`src/rtl/dma2d_pkg.sv`:
```
// Shared types of the two-dimensional address generator.
package dma2d_pkg;
    typedef enum logic {
        ST_IDLE = 1'b0,
        ST_RUN  = 1'b1
    } dma2d_state_t;
endpackage

```
`src/rtl/dma2d_ctrl.sv`:
```
// Run/idle sequencer. Accepts a start only while idle, leaves the run state
// on stop or on the final normal-mode beat, and issues the done pulse.
// Assumes acc is already qualified with run and with stop low.
module dma2d_ctrl
    import dma2d_pkg::*;
(
    input  logic clk,
    input  logic rst_n,
    input  logic start,
    input  logic stop,
    input  logic acc,
    input  logic last_word,
    input  logic loop_mode,
    output logic run,
    output logic load,
    output logic done
);
    dma2d_state_t state_q;

    // Start is honoured only from idle.
    assign load = (state_q == ST_IDLE) && start;
    assign run  = (state_q == ST_RUN);

    // State transitions and the registered completion pulse.
    always_ff @(posedge clk) begin
        if (!rst_n) begin
            state_q <= ST_IDLE;
            done    <= 1'b0;
        end else begin
            done <= 1'b0;
            case (state_q)
                ST_IDLE: if (start) state_q <= ST_RUN;
                ST_RUN: begin
                    if (stop) begin
                        state_q <= ST_IDLE;
                    end else if (acc && last_word && !loop_mode) begin
                        state_q <= ST_IDLE;
                        done    <= 1'b1;
                    end
                end
                default: state_q <= ST_IDLE;
            endcase
        end
    end
endmodule

```
`src/rtl/dma2d_walk.sv`:
```
// Normal-mode walker: word counter within a line, line counter, and the
// running line-start address. Assumes xlen >= 1 while it is being driven.
module dma2d_walk #(
    parameter int AW = 30,
    parameter int XW = 12,
    parameter int SW = 14,
    parameter int YW = 12
) (
    input  logic          clk,
    input  logic          rst_n,
    input  logic          load,
    input  logic [AW-1:0] base_in,
    input  logic          acc,
    input  logic [XW-1:0] xlen,
    input  logic [SW-1:0] stride,
    input  logic [YW-1:0] ylen,
    output logic [AW-1:0] addr,
    output logic          last_word
);
    logic [AW-1:0] addr_q;
    logic [AW-1:0] line_q;
    logic [XW-1:0] xcnt_q;
    logic [YW-1:0] ycnt_q;
    logic          line_end;
    logic [AW-1:0] next_line;

    // End-of-line and end-of-transfer detection.
    assign line_end  = (xcnt_q == xlen - XW'(1));
    assign last_word = line_end && (ycnt_q == ylen);
    assign next_line = line_q + AW'(stride);
    assign addr      = addr_q;

    // Address and counter update on load or on an accepted beat.
    always_ff @(posedge clk) begin
        if (!rst_n) begin
            addr_q <= '0;
            line_q <= '0;
            xcnt_q <= '0;
            ycnt_q <= '0;
        end else if (load) begin
            addr_q <= base_in;
            line_q <= base_in;
            xcnt_q <= '0;
            ycnt_q <= '0;
        end else if (acc) begin
            if (line_end) begin
                if (!last_word) begin
                    line_q <= next_line;
                    addr_q <= next_line;
                    xcnt_q <= '0;
                    ycnt_q <= ycnt_q + YW'(1);
                end
            end else begin
                addr_q <= addr_q + AW'(1);
                xcnt_q <= xcnt_q + XW'(1);
            end
        end
    end
endmodule

```
`src/rtl/dma2d_ring.sv`:
```
// Ring-mode walker: linear offset over an area of 'area' words, wrapping to
// the start address, with registered half and full boundary events.
// Assumes area is even and at least 2.
module dma2d_ring #(
    parameter int AW = 30,
    parameter int PW = 26
) (
    input  logic          clk,
    input  logic          rst_n,
    input  logic          load,
    input  logic [AW-1:0] base_in,
    input  logic [AW-1:0] base_hold,
    input  logic          acc,
    input  logic [PW-1:0] area,
    output logic [AW-1:0] addr,
    output logic          mid,
    output logic          fin
);
    logic [AW-1:0] addr_q;
    logic [PW-1:0] pos_q;
    logic          at_end;
    logic          at_half;

    // Boundary offsets of the two halves.
    assign at_end  = (pos_q == area - PW'(1));
    assign at_half = (pos_q == (area >> 1) - PW'(1));
    assign addr    = addr_q;

    // Offset and address update, wrap, and event pulses.
    always_ff @(posedge clk) begin
        if (!rst_n) begin
            addr_q <= '0;
            pos_q  <= '0;
            mid    <= 1'b0;
            fin    <= 1'b0;
        end else begin
            mid <= acc && at_half;
            fin <= acc && at_end;
            if (load) begin
                addr_q <= base_in;
                pos_q  <= '0;
            end else if (acc) begin
                if (at_end) begin
                    addr_q <= base_hold;
                    pos_q  <= '0;
                end else begin
                    addr_q <= addr_q + AW'(1);
                    pos_q  <= pos_q + PW'(1);
                end
            end
        end
    end
endmodule

```
`src/rtl/dma2d_gen.sv`:
```
// Two-dimensional DMA address generator top. Captures the configuration at
// start, and routes accepted beats to the normal walker or the ring walker
// by the captured mode. Assumes the data path holds advance only as a
// response to beat_valid.
module dma2d_gen #(
    parameter int AW = 30,
    parameter int XW = 12,
    parameter int SW = 14,
    parameter int YW = 12
) (
    input  logic          clk,
    input  logic          rst_n,
    input  logic [AW-1:0] cfg_base,
    input  logic [XW-1:0] cfg_xlen,
    input  logic [SW-1:0] cfg_stride,
    input  logic [YW-1:0] cfg_ylen,
    input  logic          start,
    input  logic          stop,
    input  logic          advance,
    output logic [AW-1:0] addr,
    output logic          beat_valid,
    output logic          done,
    output logic          ring_mid,
    output logic          ring_end
);
    localparam int PW = SW + YW;

    logic          run;
    logic          load;
    logic          acc;
    logic          last_word;
    logic          loop_q;
    logic [AW-1:0] base_q;
    logic [XW-1:0] xlen_q;
    logic [SW-1:0] stride_q;
    logic [YW-1:0] ylen_q;
    logic [PW-1:0] area;
    logic [AW-1:0] walk_addr;
    logic [AW-1:0] ring_addr;

    // Accepted beat: offered, taken, and not aborted.
    assign acc  = run && advance && !stop;
    assign area = PW'(stride_q) * (PW'(ylen_q) + PW'(1));

    // Configuration capture at launch.
    always_ff @(posedge clk) begin
        if (!rst_n) begin
            base_q   <= '0;
            xlen_q   <= '0;
            stride_q <= '0;
            ylen_q   <= '0;
            loop_q   <= 1'b0;
        end else if (load) begin
            base_q   <= cfg_base;
            xlen_q   <= cfg_xlen;
            stride_q <= cfg_stride;
            ylen_q   <= cfg_ylen;
            loop_q   <= (cfg_xlen == '0);
        end
    end

    dma2d_ctrl u_ctrl (
        .clk       (clk),
        .rst_n     (rst_n),
        .start     (start),
        .stop      (stop),
        .acc       (acc),
        .last_word (last_word),
        .loop_mode (loop_q),
        .run       (run),
        .load      (load),
        .done      (done)
    );

    dma2d_walk #(.AW(AW), .XW(XW), .SW(SW), .YW(YW)) u_walk (
        .clk       (clk),
        .rst_n     (rst_n),
        .load      (load),
        .base_in   (cfg_base),
        .acc       (acc && !loop_q),
        .xlen      (xlen_q),
        .stride    (stride_q),
        .ylen      (ylen_q),
        .addr      (walk_addr),
        .last_word (last_word)
    );

    dma2d_ring #(.AW(AW), .PW(PW)) u_ring (
        .clk       (clk),
        .rst_n     (rst_n),
        .load      (load),
        .base_in   (cfg_base),
        .base_hold (base_q),
        .acc       (acc && loop_q),
        .area      (area),
        .addr      (ring_addr),
        .mid       (ring_mid),
        .fin       (ring_end)
    );

    // Output selection by the captured mode.
    assign addr       = loop_q ? ring_addr : walk_addr;
    assign beat_valid = run;
endmodule

```
`config.mk`:
```
export PLATFORM = sky130hd
export DESIGN_NAME = dma2d_gen
export DESIGN_NICKNAME = d
export VERILOG_FILES = /design/src/rtl/dma2d_pkg.sv /design/src/rtl/dma2d_ctrl.sv /design/src/rtl/dma2d_walk.sv /design/src/rtl/dma2d_ring.sv /design/src/rtl/dma2d_gen.sv
export SDC_FILE = /design/constraint.sdc
export NUM_CORES = 1
export LEC_CHECK = 0
export ABC_CLOCK_PERIOD_IN_PS = 13850
export BUFFER_PORTS_ARGS = -buffer_cell sky130_fd_sc_hd__buf_4
export CORE_MARGIN = 3
export CORE_UTILIZATION = 55
export DETAILED_ROUTE_END_ITERATION = 8
export PLACE_DENSITY = 0.8
export SLEW_MARGIN = 20
export SYNTH_ARGS = -nofsm -noshare
export SYNTH_HDL_FRONTEND = slang
export SYNTH_SLANG_ARGS = --single-unit
```
`constraint.sdc`:
```
create_clock -name clk -period 13.85 [get_ports clk]
set_input_delay 2.77 -clock clk [delete_from_list [all_inputs] [get_ports clk]]
set_output_delay 2.77 -clock clk [all_outputs]
set_load 0.05 [all_outputs]
```
==> out/results.txt, run 1 <==
CTS tree = built
FF-to-FF path depth = 25
Top post-synthesis cells by count = 357 x nand2_1, 213 x dfxtp_1, 197 x a21oi_1
Initial DRT Pass Iterations = 8
RR Startpoint = ylen_q[0]$_SDFFE_PN0P_
Int Pwr = 1.20 mW
Largest family of logic cells by synthesized area = simple AND/OR/NAND/NOR gates
Post-synthesis mux area share = 3.48%
Hold Vio Cnt, Final = 0
Flop pwr share = 38.2%
CP Class = reg2reg
Post-synth ARST share = 0%
Routed Wire Length = 54700 µm
Sw Ratio = 33.9%
# nets final = 2775
Synth Area in Compound Gates = 15.4%
Syn Area/Cell = 7.98 µm²
Main synth FF type = dfxtp_1
Core area = 34900 µm²
Leak = 8.54 nW
Worst setup path end = u_ring.pos_q[25]$_SDFFE_PP0P_
Clk pwr share = 34.4%
Cts repair resizes = 0
EDFF count, synth = 0
Synth unique cells = 88
Total grt overflow = 0
Total die area = 38100 µm²
MaxCap Viol Count = 0
CTS Buf Count = 24
Via-per-instance ratio = 6.11
Clock tree buffer depth = 3
Clock transition at the registers of the reported paths = 60 ps
Most numerous cell in the Yosys netlist = nand2_1
Postcts setup bufs = 0
Clk_skew = 37.8 ps
Max H-tree Level = 1
Share of cells above drive strength 1 = 9.35%
Sequential share of the synthesized area = 21.7%
Placer Congestion = 0.916
Sw power = 0.615 mW
XOR/XNOR share of the synthesized area = 10.5%
Hold Buf Count CTS = 0
Initial DRC Count = 1318
Slew HR = 27.6%
Total clock sinks = 213
Critical path data arrival time = 10000 ps
IO buf count = 106
Req. time, crit path = 14220 ps
Slew @ Worst Pin = 1090 ps
Clock Tree Root = clkbuf_16
Peak supply drop = 0.116 mV
Logic pwr share = 27.4%
Worst reg2reg endpoint = u_ring.pos_q[25]$_SDFFE_PP0P_
DRC = 0
Post-DP HPWL = 40400 µm
Sum Neg Setup Slack = 0 ps
Worst setup SP type = flip-flop
Crit path max fanout = 42
Netlist Area Pre-Place = 19700 µm²
Final min period = 9630 ps
Diodes inserted = 0
Yosys warnings = 0
Largest net degree at the start of global routing = 101
Initial Util = 56.4%
Remaining antenna violation count = 0
Crit. Startpoint = ylen_q[0]$_SDFFE_PN0P_
Vias in the first global route = 18100
Clk Latency, worst-skew pair = 540 ps
First-pass GRT wire length = 90000 µm
Worst hold path class = reg2reg
Synth top area share = 21.7%
Chip height = 195 µm
Die X = 195 µm
Flops & latches, synth = 213
Tcrit/Tclk final = 69.5%
Total power = 1.81 mW
Synth Area in Adders = 19.3%
Vias = 18000
Number of top-level pins = 107
Crit end category = flip-flop
Mapped Cells = 2466
Largest cells by area after synthesis = dfxtp_1 22%, fa_1 13%, nand2_1 6.8%, ha_1 5.9%, xnor2_1 5.6%
Synth-to-Final Area Change = 8.92%
DR WL/cell = 18.6 µm
Total track usage = 28.1%
Final Max Tran Viols = 0
Synth Area in Simple Gates = 23.7%
Final setup fails = 0
Net count after synthesis = 2764
Worst reg-to-reg setup slack = 4220 ps
Status = complete, no violations
RSZ-0062 raised after global routing = no
Core Rows = 68
Fmax achieved = 104 MHz
Post-synth top area cell = dfxtp_1
PD cells = 84.6 nW/µm²
Initial antenna violation count = 0
==> routing by layer <==
| metal | GRT usage [%] | wire, µm |
|---|---|---|
| met2 | 49.1 | 26600 |
| met3 | 3.07 | 3920 |
| met4 | 10.7 | 1890 |
| met1 | 35.9 | 22400 |
| met5 | 0 | 0 |
==> cell usage in the layout, fill, tap and decap left out, types with 19 or more instances in the layout <==
master	netlist	final
nand2_1	357	357
dfxtp_1	213	213
a21oi_1	197	197
nor2_1	163	163
inv_1	156	156
fa_1	132	132
buf_4	1	124
xnor2_1	125	122
and2_1	109	109
xor2_1	102	101
ha_1	93	93
o21ai_0	85	85
nand3_1	85	84
and3_1	40	40
mux2i_1	38	38
nor2b_1	35	34
nand4_1	30	30
mux2_2	27	27
nor3_1	27	27
clkbuf_16	0	25
a31oi_1	21	21
o22ai_1	21	21
a21o_1	19	19
==> registers in the layout, indices dropped and copies added (netlist names) <==
| signal | flops |
|---|---|
| u_walk.addr | 30 |
| stride_q | 14 |
| loop_q | 1 |
| u_walk.xcnt_q | 12 |
| u_ring.mid | 1 |
| ylen_q | 12 |
| u_walk.ycnt_q | 12 |
| u_walk.line_q | 30 |
| u_ctrl.done | 1 |
| u_ring.pos_q | 26 |
| u_ring.fin | 1 |
| xlen_q | 12 |
| u_ring.addr | 30 |
| base_q | 30 |
| u_ctrl.run | 1 |
==> cell families (layout without fill, tap and decap cells) <==
logic type,after synthesis,in the layout
and+or+nand+nor,950,950
AOI/OAI and AO/OA,485,485
buffers and inverters,297,324
xor gates and xnor gates,231,231
adders and majority gates,225,225
DFF,213,213
muxes,65,65
==> area by class of cell <==
class	instances	area [µm²]
multi-input cells	1956	14300
fillers	3021	13500
flip-flops and latches	213	4260
clock inverters	9	83.8
inverters	158	594
well taps	455	569
clock buffers	33	676
repair buffers	124	931
==> through the flow <==
step / cell area (µm²) / setup WS (ps) / cells / hold slack (ps) / util [%]
3_5_place_dp: 20600 / 4270 / 2906 / 448 / 59.2
2_1_floorplan: 19700 / 6220 / 2466 / 436 / -
5_1_grt: 21400 / 3580 / 2948 / 478 / 61.4
4_1_cts: 21400 / 4130 / 2948 / 456 / 61.4
6_report: 21400 / 4220 / 2948 / 455 / 61.4
3_3_place_gp: 20600 / 4550 / 2906 / 441 / 59.2
==> power by group through the flow <==
stage | clock (mW) | sequential (mW) | combinational [mW]
floorplan | 0 | 0.681 | 0.377
global route | 0.659 | 0.696 | 0.550
CTS | 0.632 | 0.690 | 0.493
global placement | 0 | 0.701 | 0.477
finish | 0.624 | 0.692 | 0.497
detailed placement | 0 | 0.703 | 0.489
==> worst min path at each step <==
stage,startpoint,end,slack [ps],cells after the start
final,base_q[11]$_SDFFE_PN0P_,base_q[11]$_SDFFE_PN0P_,460,2
after global routing,base_q[8]$_SDFFE_PN0P_,base_q[8]$_SDFFE_PN0P_,480,2
after CTS,base_q[5]$_SDFFE_PN0P_,base_q[5]$_SDFFE_PN0P_,460,2
after detailed placement,base_q[5]$_SDFFE_PN0P_,base_q[5]$_SDFFE_PN0P_,450,2
after global placement,base_q[3]$_SDFFE_PN0P_,base_q[3]$_SDFFE_PN0P_,440,2
after floorplan,base_q[0]$_SDFFE_PN0P_,base_q[0]$_SDFFE_PN0P_,440,2
==> critical path: stages (launching register included) <==
cell and delay, ps:
dfxtp_1 780, ha_1 310, and3_1 260, and3_1 190, xor2_1 840, nand2_1 160
fa_1 500, fa_1 520, fa_1 520, fa_1 520, fa_1 560, inv_1 60
ha_1 450, nand2_1 200, o21ai_2 290, a21o_1 180, nor2_1 70, o311ai_4 350
o21a_1 390, nor3b_1 220, and4_1 230, xnor3_1 270, nor4_4 310, buf_4 600
a21o_1 580, nor2_1 110
Note: power is estimated with default switching activity, not from simulation.
==> run 2: changes to the inputs <==
Settings changed: ABC_AREA set to 1, ABC_CLOCK_PERIOD_IN_PS 13850 to 8640, PLACE_DENSITY 0.8 to 0.83.
Clock period 13.85 ns to 8.64 ns, I/O delays scaled along.
==> out/results.txt, run 2 <==
Status = complete, no violations
Slew HR = 34.5%
Post-synth ARST share = 0%
Placer Congestion = 1.02
Synth top area share = 20.5%
Clock transition at the registers of the reported paths = 70 ps
DR WL/cell = 18.6 µm
Total power = 4.16 mW
Hold Buf Count CTS = 0
Total track usage = 33.5%
PD cells = 182 nW/µm²
Crit path max fanout = 27
Slowest library cell on the worst path = fa_1
Commonest non-fill, non-tap cell in the layout = nand2_1
Initial antenna violation count = 0
CTS tree = built
Total die area = 40100 µm²
Yosys warnings = 0
Req. time, crit path = 9040 ps
Total grt overflow = 0
Initial DRC Count = 2193
Chip height = 200 µm
Sum of buffers and inverters on the critical path = 8
IO buf count = 106
Crit path top cell by count = nand2_1
Fin cells = 3715
Synth unique cells = 56
CP Class = reg2reg
Final Max Tran Viols = 0
Flops & latches, synth = 213
Setup WS pre-CTS = 619 ps
Initial Util = 56.3%
Initial DRT Pass Iterations = 6
MaxCap Viol Count = 0
First-pass GRT wire length = 110000 µm
Worst hold path class = reg2reg
Die X = 200 µm
Fill cell count = 3381
Share of cells above drive strength 1 = 8.41%
Main synth FF type = dfxtp_1
Core Rows = 70
Crit path largest cell delay = 570 ps
Critical path data arrival time = 8490 ps
Worst setup SP type = flip-flop
Netlist Area Pre-Place = 20800 µm²
Syn Area/Cell = 6.64 µm²
Sequential share of the synthesized area = 20.5%
Largest net degree at the start of global routing = 97
Tcrit/Tclk final = 93.7%
Clk_skew = 17.6 ps
Routed Wire Length = 69100 µm
Clock Tree Root = clkbuf_16
Final WS setup = 549 ps
Final min period = 8090 ps
CTS Buf Count = 26
# nets final = 3489
Mapped Cells = 3125
Post-DP HPWL = 53400 µm
Slew @ Worst Pin = 983 ps
RSZ-0062 raised after global routing = no
Clock tree buffer depth = 3
Placed cell count = 3665
Post-synth top area cell = dfxtp_1
Largest cells by area after synthesis = dfxtp_1 21%, nand2_1 13%, fa_1 13%, inv_1 8.8%, nor2_1 5.6%
Finished Core Util = 62.1%
Crit end category = flip-flop
Placed Instance Area = 22000 µm²
Sum Neg Setup Slack = 0 ps
Most numerous cell in the Yosys netlist = nand2_1
Top post-synthesis cells by count = 706 x nand2_1, 489 x inv_1, 311 x nor2_1
Vias in the first global route = 21000
Leak = 10.4 nW
Final hold slack = 478 ps
Remaining antenna violation count = 0
Vias = 21700
Via-per-instance ratio = 5.83
DRC = 0
Net count after synthesis = 3423
Peak supply drop = 0.144 mV
Number of top-level pins = 107
Diodes inserted = 0
Total clock sinks = 213
EDFF count, synth = 0
Synth-to-Final Area Change = 10.4%
Fmax achieved = 124 MHz
Commonest cells after routing, fill and taps aside = 705 x nand2_1, 487 x inv_1, 310 x nor2_1, 213 x dfxtp_1, 210 x nand3_1
CP top delay family = adder cells
Max H-tree Level = 1
Core area = 36900 µm²
Hold Vio Cnt, Final = 0
Final instance area = 22900 µm²
Clk Latency, worst-skew pair = 550 ps
Final setup fails = 0
[run 2: final cells by class]
class                      instances  area (µm²)  area share, %
sequential                       213        4260           18.6
tap                              504         631           2.75
multi-input combinational       2311       14200           62.0
timing repair buffer             130         980           4.28
clock inverter                    12         133          0.579
clock buffer                      36         779           3.40
inverter                         509        1910           8.34
[run 2: path summary, 6_finish.rpt]
| path | from | endpoint | slack, ps | depth (start not counted) |
|---|---|---|---|---|
| hold / removal | base_q[23]$_SDFFE_PN0P_ | base_q[23]$_SDFFE_PN0P_ | 480 | 2 |
| setup / recovery | ylen_q[0]$_SDFFE_PN0P_ | u_ring.addr[14]$_SDFFE_PN0P_ | 550 | 37 |
| hold reg to reg | base_q[23]$_SDFFE_PN0P_ | base_q[23]$_SDFFE_PN0P_ | 480 | 2 |
| setup reg to reg | ylen_q[0]$_SDFFE_PN0P_ | u_ring.addr[14]$_SDFFE_PN0P_ | 550 | 37 |
[run 2: cells by family after synthesis]
| kind of cell | Yosys count | synth area share, % |
|---|---|---|
| simple gates | 1446 | 30.6 |
| compound gates | 480 | 12.7 |
| flops | 213 | 20.5 |
| xor+xnor | 158 | 6.67 |
| buf+inv | 602 | 11.2 |
| mux | 1 | 0.0482 |
| fa+ha+maj | 225 | 18.3 |
[run 2: metal layers]
metal  GRT usage (%)  vias to the layer above  wire length, µm  part of all wire, %
li1                -                    10100                -                    -
met1            43.6                    10200            27700                   40
met2            55.3                     1134            31300                   45
met3            4.57                      223             6460                  9.4
met4            15.6                        0             3760                  5.4
met5               0                        -                0                    0
[run 2: worst min-delay path, stage by stage (launching register included)]
cell     delay, ps
dfxtp_1        290
inv_1           60
o22ai_1         70
[run 2: report_power, final]
part	switching (mW)	internal [mW]	leakage (nW)
clock network	0.459	0.693	0.443
logic	1.29	0.592	8.21
registers	0.0801	1.05	1.75
total	1.83	2.33	10.4
[run 2: what timing repair did]
| item | CTS | global route |
|---|---|---|
| setup endpoints to repair | 0 | 34 |
| resized for setup | 0 | 5 |
| setup buffers | 0 | 1 |
